[src/rtl/thrsel_pkg.sv]
package thrsel_pkg;

    // Ranked stall cause; a lower nonzero code has higher priority
    typedef enum logic [2:0] {
        CZ_NONE     = 3'd0,
        CZ_TRAP     = 3'd1,
        CZ_L2       = 3'd2,
        CZ_MISS     = 3'd3,
        CZ_CONFLICT = 3'd4,
        CZ_LONGOP   = 3'd5,
        CZ_EMPTY    = 3'd6
    } cause_e;

    typedef struct packed {
        logic has_instr;
        logic trap;
        logic l2;
        logic miss;
        logic conflict;
        logic longop;
    } thr_stat_t;

    function automatic cause_e rank_cause(input thr_stat_t s);
        if (s.trap)           return CZ_TRAP;
        else if (s.l2)        return CZ_L2;
        else if (s.miss)      return CZ_MISS;
        else if (s.conflict)  return CZ_CONFLICT;
        else if (s.longop)    return CZ_LONGOP;
        else if (!s.has_instr) return CZ_EMPTY;
        return CZ_NONE;
    endfunction

endpackage

[src/rtl/thrsel_ready.sv]
module thrsel_ready
    import thrsel_pkg::*;
#(
    parameter int THR_N = 4
) (
    input  logic [THR_N-1:0] ibuf_valid,
    input  logic [THR_N-1:0] trap,
    input  logic [THR_N-1:0] dmiss,
    input  logic [THR_N-1:0] l2_miss,
    input  logic [THR_N-1:0] conflict,
    input  logic [THR_N-1:0] long_op,
    output logic [THR_N-1:0] ready,
    output cause_e           cause [THR_N]
);

    for (genvar t = 0; t < THR_N; t++) begin : g_thr
        thr_stat_t st;
        always_comb begin
            st.has_instr = ibuf_valid[t];
            st.trap      = trap[t];
            st.l2        = l2_miss[t];
            st.miss      = dmiss[t];
            st.conflict  = conflict[t];
            st.longop    = long_op[t];
        end
        assign cause[t] = rank_cause(st);
        assign ready[t] = (rank_cause(st) == CZ_NONE);
    end

endmodule

[src/rtl/thrsel_rr.sv]
module thrsel_rr #(
    parameter int THR_N = 4,
    localparam int TW   = $clog2(THR_N)
) (
    input  logic [THR_N-1:0] req,
    input  logic [TW-1:0]    last,
    output logic [TW-1:0]    pick,
    output logic             found
);

    // THR_N must be a power of two so the index wraps naturally
    logic [TW-1:0] idx;

    always_comb begin
        pick  = last;
        found = 1'b0;
        idx   = last;
        for (int i = 1; i <= THR_N; i++) begin
            idx = last + TW'(i);
            if (!found && req[idx]) begin
                pick  = idx;
                found = 1'b1;
            end
        end
    end

endmodule

[src/rtl/thread_sel_unit.sv]
module thread_sel_unit
    import thrsel_pkg::*;
#(
    parameter int THR_N      = 4,
    parameter int REFILL_CYC = 2,
    localparam int TW        = $clog2(THR_N),
    localparam int CW        = $clog2(REFILL_CYC + 1)
) (
    input  logic             clk,
    input  logic             rst,
    input  logic             coarse_mode_i,
    input  logic [THR_N-1:0] ibuf_valid_i,
    input  logic [THR_N-1:0] trap_i,
    input  logic [THR_N-1:0] dmiss_i,
    input  logic [THR_N-1:0] l2_miss_i,
    input  logic [THR_N-1:0] res_conflict_i,
    input  logic [THR_N-1:0] long_op_i,
    output logic [TW-1:0]    sel_tid_o,
    output logic             issue_vld_o,
    output logic             flush_o,
    output logic [2:0]       hold_cause_o
);

    logic [TW-1:0]    last_q, nxt_last;
    logic             mode_q;
    logic [CW-1:0]    refill_q;
    logic [THR_N-1:0] ready;
    cause_e           cause [THR_N];
    logic [TW-1:0]    rr_pick;
    logic             rr_found;
    logic             vld, fl;

    thrsel_ready #(.THR_N(THR_N)) u_ready (
        .ibuf_valid (ibuf_valid_i),
        .trap       (trap_i),
        .dmiss      (dmiss_i),
        .l2_miss    (l2_miss_i),
        .conflict   (res_conflict_i),
        .long_op    (long_op_i),
        .ready      (ready),
        .cause      (cause)
    );

    // One search serves both modes: a thread with a costly miss is never ready
    thrsel_rr #(.THR_N(THR_N)) u_rr (
        .req   (ready),
        .last  (last_q),
        .pick  (rr_pick),
        .found (rr_found)
    );

    always_comb begin
        nxt_last = last_q;
        vld      = 1'b0;
        fl       = 1'b0;
        if (rst) begin
            nxt_last = last_q;
        end else if (!mode_q) begin
            if (rr_found) begin
                vld      = 1'b1;
                nxt_last = rr_pick;
            end
        end else if (refill_q != '0) begin
            vld = 1'b0;
        end else if (ready[last_q]) begin
            vld = 1'b1;
        end else if (l2_miss_i[last_q] && rr_found) begin
            fl       = 1'b1;
            nxt_last = rr_pick;
        end
    end

    always_ff @(posedge clk) begin
        if (rst) begin
            last_q   <= TW'(THR_N - 1);
            mode_q   <= 1'b0;
            refill_q <= '0;
        end else begin
            last_q <= nxt_last;
            if (fl)
                refill_q <= CW'(REFILL_CYC);
            else if (refill_q != '0)
                refill_q <= refill_q - 1'b1;
            if (refill_q == '0 && !fl)
                mode_q <= coarse_mode_i;
        end
    end

    assign issue_vld_o  = vld;
    assign flush_o      = fl;
    assign sel_tid_o    = rst ? '0 : nxt_last;
    assign hold_cause_o = rst ? 3'(CZ_NONE) : 3'(cause[last_q]);

endmodule

[config.mk]
export PLATFORM = sky130hd
export DESIGN_NAME = thread_sel_unit
export DESIGN_NICKNAME = d
export VERILOG_FILES = /design/src/rtl/thrsel_pkg.sv /design/src/rtl/thrsel_ready.sv /design/src/rtl/thrsel_rr.sv /design/src/rtl/thread_sel_unit.sv
export SDC_FILE = /design/constraint.sdc
export NUM_CORES = 1
export LEC_CHECK = 0
export ABC_CLOCK_PERIOD_IN_PS = 2460
export CORE_MARGIN = 10
export CORE_UTILIZATION = 42
export CTS_BUF_LIST = sky130_fd_sc_hd__clkbuf_8
export DETAILED_ROUTE_END_ITERATION = 12
export PLACE_DENSITY = 0.86
export REMOVE_ABC_BUFFERS = 1
export SETUP_SLACK_MARGIN = 0.2
export SYNTH_ARGS = -nofsm -noshare
export SYNTH_HDL_FRONTEND = slang
export SYNTH_SLANG_ARGS = --single-unit
[constraint.sdc]
create_clock -name clk -period 2.46 [get_ports clk]
set_input_delay 0.246 -clock clk [delete_from_list [all_inputs] [get_ports clk]]
set_output_delay 0.246 -clock clk [all_outputs]
set_load 0.01 [all_outputs]
* Word level (Yosys, flattened, before mapping)
Cells that the tools add are included. W data, S select, Z words.
Cells by class: add/subtract/negate cells 4, $lt $le $gt $ge 5, mux-type cells 92, bitwise gates (word level) 1, reductions and logical operators 17
Operator list (count):
- $mux W3 | 31
- $mux W1 | 43
- $mux W2 | 12
- $logic_not A3 Y1 | 4
- $lt A2 B3 Y1 const B | 4
- $bmux W1 S2 | 5
- $bmux W3 S2 | 1
- $logic_and A1 B1 Y1 | 5
- $add A2 B2 Y2 const B | 2
- $logic_not A1 Y1 | 4
- $reduce_bool A2 Y1 | 2
- $ge A3 B3 Y1 const B | 1
- $not A2 Y3 | 1
- $add A2 B1 Y2 const B | 1
- $logic_not A2 Y1 | 1
- $reduce_or A2 Y1 | 1
- $sub A2 B1 Y2 const B | 1
Storage, ports and cells: flip-flop bits (word level) 5, bits of input ports 27, output and inout port bits 7, word-level logic and storage cells 123

* Depth between registers and ports, before layout
word-level depth 28, mapped depth 7, depth with buffers taken out 5

* By module
Synthesis repeated with hierarchy kept, for this count alone.
Second synthesis, totals: cells, all modules 106, area total of the unflattened synthesis 863.3 um^2
By module, submodules not included:
- thread_sel_unit | times used 1, cells each 56, area an instance 533.0 um^2, sequential area each 100.1 um^2
- thrsel_ready | times used 1, cells each 36, area an instance 247.7 um^2, sequential area each 0.0 um^2
- thrsel_rr | times used 1, cells each 14, area an instance 82.6 um^2, sequential area each 0.0 um^2

* Worst setup path after synthesis
OpenSTA, ideal clock, no wires.
path kind in2out, start point input res_conflict_i[1], end point output sel_tid_o[0], arrival 1.813 ns, required time 2.214 ns, slack 0.401 ns, stages 5, path buffers 0, cells stage by stage or3b_4 -> or4_4 -> mux2_2 -> o22a_1 -> a211oi_2
On the way: word-level cells in the longest chain between the ends 24, elaborated cells on any way between the ends 39
RTL lines:
- start: declaration | line thread_sel_unit.sv:16 | input logic [THR_N-1:0] res_conflict_i,
- $mux W3 or $mux W1 (tied branches) | line thrsel_pkg.sv:27 | else if (s.conflict) return CZ_CONFLICT;
- $mux W3 or $mux W1 (tied branches) | line thrsel_pkg.sv:26 | else if (s.miss) return CZ_MISS;
- $mux W3 or $mux W1 (tied branches) | line thrsel_pkg.sv:25 | else if (s.l2) return CZ_L2;
- $mux W3 or $mux W1 (tied branches) | line thrsel_pkg.sv:24 | if (s.trap) return CZ_TRAP;
- $mux W3 (*) | line thrsel_pkg.sv:30 | return CZ_NONE;
- $logic_not A3 Y1 (*) | line thrsel_ready.sv:27 | assign ready[t] = (rank_cause(st) == CZ_NONE);
- $bmux W1 S2 | line thrsel_rr.sv:20 | if (!found && req[idx]) begin
- $mux W1 (implied by the code) | line thrsel_rr.sv:20
- [... 8 more ...]
- $logic_and A1 B1 Y1 | line thrsel_rr.sv:20
- $mux W1 | line thrsel_rr.sv:20
- $logic_and A1 B1 Y1 | line thread_sel_unit.sv:67 | end else if (l2_miss_i[last_q] && rr_found) begin
- $mux W2 | line thread_sel_unit.sv:67
- $mux W2 | line thread_sel_unit.sv:65 | end else if (ready[last_q]) begin
- $mux W2 | line thread_sel_unit.sv:63 | end else if (refill_q != '0) begin
- $mux W2 (*) | line thread_sel_unit.sv:58 | end else if (!mode_q) begin
- $mux W2 (*) | line thread_sel_unit.sv:91 | assign sel_tid_o = rst ? '0 : nxt_last;
- end: declaration | line thread_sel_unit.sv:18 | output logic [TW-1:0] sel_tid_o,
Every way passes the cells marked *; elsewhere a longest branch is shown, timed or not. The select of a mux whose other input is x is not followed.

* Final worst setup path
start point input res_conflict_i[0], end point output hold_cause_o[2]
On the way: word-level cells in the longest chain between the ends 9, elaborated cells on any way between the ends 13
RTL lines:
- $mux W3 or $mux W1 (tied branches) | line thrsel_pkg.sv:27
- $mux W3 or $mux W1 (tied branches) | line thrsel_pkg.sv:26
- $mux W3 or $mux W1 (tied branches) | line thrsel_pkg.sv:25
- $mux W3 or $mux W1 (tied branches) | line thrsel_pkg.sv:24
- $mux W3 (*) | line thrsel_pkg.sv:30
- $bmux W3 S2 (*) | line thread_sel_unit.sv:92 | assign hold_cause_o = rst ? 3'(CZ_NONE) : 3'(cause[last_q]);
- $mux W3 (implied by the code) (*) (2 in series) | line thread_sel_unit.sv:92
- $mux W3 (*) | line thread_sel_unit.sv:92
- end: declaration | line thread_sel_unit.sv:21 | output logic [2:0] hold_cause_o
Marks and branches as above.

==> impl_metrics.ini <==
[routing]
routed-wl-met2_um = 1850
drtAntennaViolNets = 0
wl_met1_um = 1390
highest_layer = met4
wl_met3_um = 358
post_drt_wl_per_cell_um = 21.4
wl_um = 3820
drc = 0
drt-vias-per-instance = 6.72
vias = 1196
dr.pass1.iters = 4
drt_iter0_markers = 74

[power_and_ir_drop]
p_int_uw = 273
fin_total_pwr_uw = 390
p_per_area_nw_per_um2 = 278
power_leakage_nw = 0.642
p_comb_share_pct = 39.2
sequentialPowerShare_pct = 22.1
peakVddDrop_mv = 0.222
power_frac_clock_pct = 38.7
switching_power_uw = 118
sw_frac_of_total_pct = 30.1

[sta]
timing.hold.ws_ns = 0.544
tns_ns = 0
max_freq_mhz = 431
tightest_slew_ns = 0.452
finalCriticalPeriod_ns = 2.32
setup_ws_ns = 0.141
hold_viol_final = 0
rsz0062_at_grt = true
skew_ns = 0.000288
finalSetupViolations = 0
finalCritPeriodShare_pct = 94.3
maxSlewHeadroom_pct = 69.8
drv_slew = 0

[logic_synthesis]
synth_mux_area_share_pct = 5.96
yosysMostFrequentCell = a21oi_1
yosys_warnings = 0
syn_area_um2 = 713
avgSynthCellArea_um2 = 6.86
async_reset_ff_share_pct = 0
ys_types = 42
yosysTopAreaCellShare_pct = 14.0
ys_ff_latch = 5
synth_top_family_by_area = compound AO/OA/AOI/OAI gates
synth_top_area_cell = dfxtp_1
synth-compound-area-share_pct = 38.8
yosys.area_share.simple_pct = 34.2
synthTopCellsByCount = 9 x a21oi_1, 8 x inv_1, 8 x nor2_1
synth_edf_count = 0
synthAdderAreaFrac_pct = 0
synthCells = 104
synth.area.top_cells = dfxtp_1 14%, a21oi_1 6.3%, nor3_1 4.9%
synth_ff_type = dfxtp_1
synth-xor-area-share_pct = 0
ys_seq_area_share_pct = 14.0

[critical_path]
r2r_start = refill_q[1]$_SDFFE_PP0P_
crit_required_ns = 2.21
crit_path_start_kind = primary input
end_kind = primary output
worstPathMaxFanout = 3
cp-startpoint = res_conflict_i[0]
arrival_ns = 2.07
critPathKind = primary input to primary output
r2r_setup_slack_ns = 0.76
r2r_cells = 5

[placed_design]
placed_cell_area_um2 = 1210
routabilityCongestion = 0.933
dp_cells = 170
place_ws_ns = -0.625
port_buffers = 33
dpl.hpwl_um = 2480

[cts]
cts.htree.levels = 1
cts_inserted_buffers = 3
cts_tree = done
clkTransAtPathRegs_ns = 0.04
insertion_delay_ns = 0.22
root_buffer = clkbuf_8
cts_hold_buf = 0
cts_sinks = 5
clockBufferDepth = 2

[global_route]
grt_usage_pct = 19.7
grt_pass1_vias = 1156
gr-total-overflow = 0
grt_pass1_wl_um = 5810
antenna_found_initial = 0
grt_max_degree = 15

[floorplan]
core-area_um2 = 1560
start_util_pct = 45.7
die_h_um = 61.2
die_width_um = 61.2
io_pins = 34
dieArea_um2 = 3750
rows = 14

[final_layout]
final_core_util_pct = 90.2
final_cells = 178
num_antenna_cells = 0
fin_area_um2 = 1410
fillers = 80
drive_gt1_share_pct = 37.0
fin_nets = 190
syn_to_final_growth_pct = 97.2

[run_status]
status = finished clean

[min_path]
hold_path.class = flop to flop
hold_path_startpoint = refill_q[0]$_SDFFE_PP0P_
whs_path_depth = 1

[run]
cap_violations = 0
==> flip-flops by register name, summed over array words and instances, names as in the netlist <==
register / cells
last_q: 2
refill_q: 2
mode_q: 1
==> worst max-delay path, cell delays in order <==
cell             delay, ns
clkdlybuf4s50_1       0.45
nor3b_2               0.29
buf_4                 0.17
nor3b_1               0.05
a311oi_1              0.37
a21o_1                0.13
a21oi_1               0.05
dlygate4sd2_1         0.31
==> power by group through the flow <==
stage / Sequential (mW) / Combinational, mW / Clock [mW]
after floorplan: 0.0875 / 0.0406 / 0
after global placement: 0.0865 / 0.129 / 0
after detailed placement: 0.0866 / 0.134 / 0
after CTS: 0.0856 / 0.137 / 0.149
after global routing: 0.0864 / 0.163 / 0.155
final: 0.0863 / 0.153 / 0.151
==> layout by cell type, fill, tap and decap left out, types with 3 or more instances in the layout <==
master / instances
buf_4: 24
clkdlybuf4s50_1: 16
inv_1: 9
a21oi_1: 8
nor2_1: 6
nand2_1: 6
buf_6: 5
dlymetal6s2s_1: 4
dfxtp_1: 4
o31ai_1: 3
nor3_1: 3
nor3_2: 3
clkbuf_8: 3
clkdlybuf4s15_1: 3
dlygate4sd2_1: 3
buf_2: 3
==> cell families after synthesis <==
logic type      Yosys count
compound gates           39
flops                     5
mux                       4
simple gates             43
buf+inv                  13
==> what timing repair did <==
item / CTS / global route
gates resized for setup: 50 / 24
pin swaps: 9 / 10
endpoints found under the setup margin: 6 / 6
setup buffers: 2 / 2
==> layout make-up <==
| type | count | area (µm²) | area share, % |
|---|---|---|---|
| clock buffer | 3 | 41.3 | 2.94 |
| clock inverter | 1 | 3.75 | 0.267 |
| inverter | 8 | 30.0 | 2.14 |
| multi-input combinational | 86 | 687 | 48.8 |
| sequential | 5 | 101 | 7.21 |
| tap | 16 | 20.0 | 1.42 |
| timing repair buffer | 59 | 523 | 37.2 |
==> path summary, 6_finish.rpt <==
check	endpoint
worst max register to register	last_q[1]$_SDFF_PP1_
worst min-delay path	refill_q[0]$_SDFFE_PP0P_
worst max-delay path	hold_cause_o[2]
worst min register to register	refill_q[0]$_SDFFE_PP0P_
==> layer usage <==
metal	up-vias	GRT usage, %
met2	97	35.4
met5	-	0
li1	527	-
met4	0	7.82
met3	26	3.09
met1	546	22.7
Note: power is estimated with default switching activity, not from simulation.
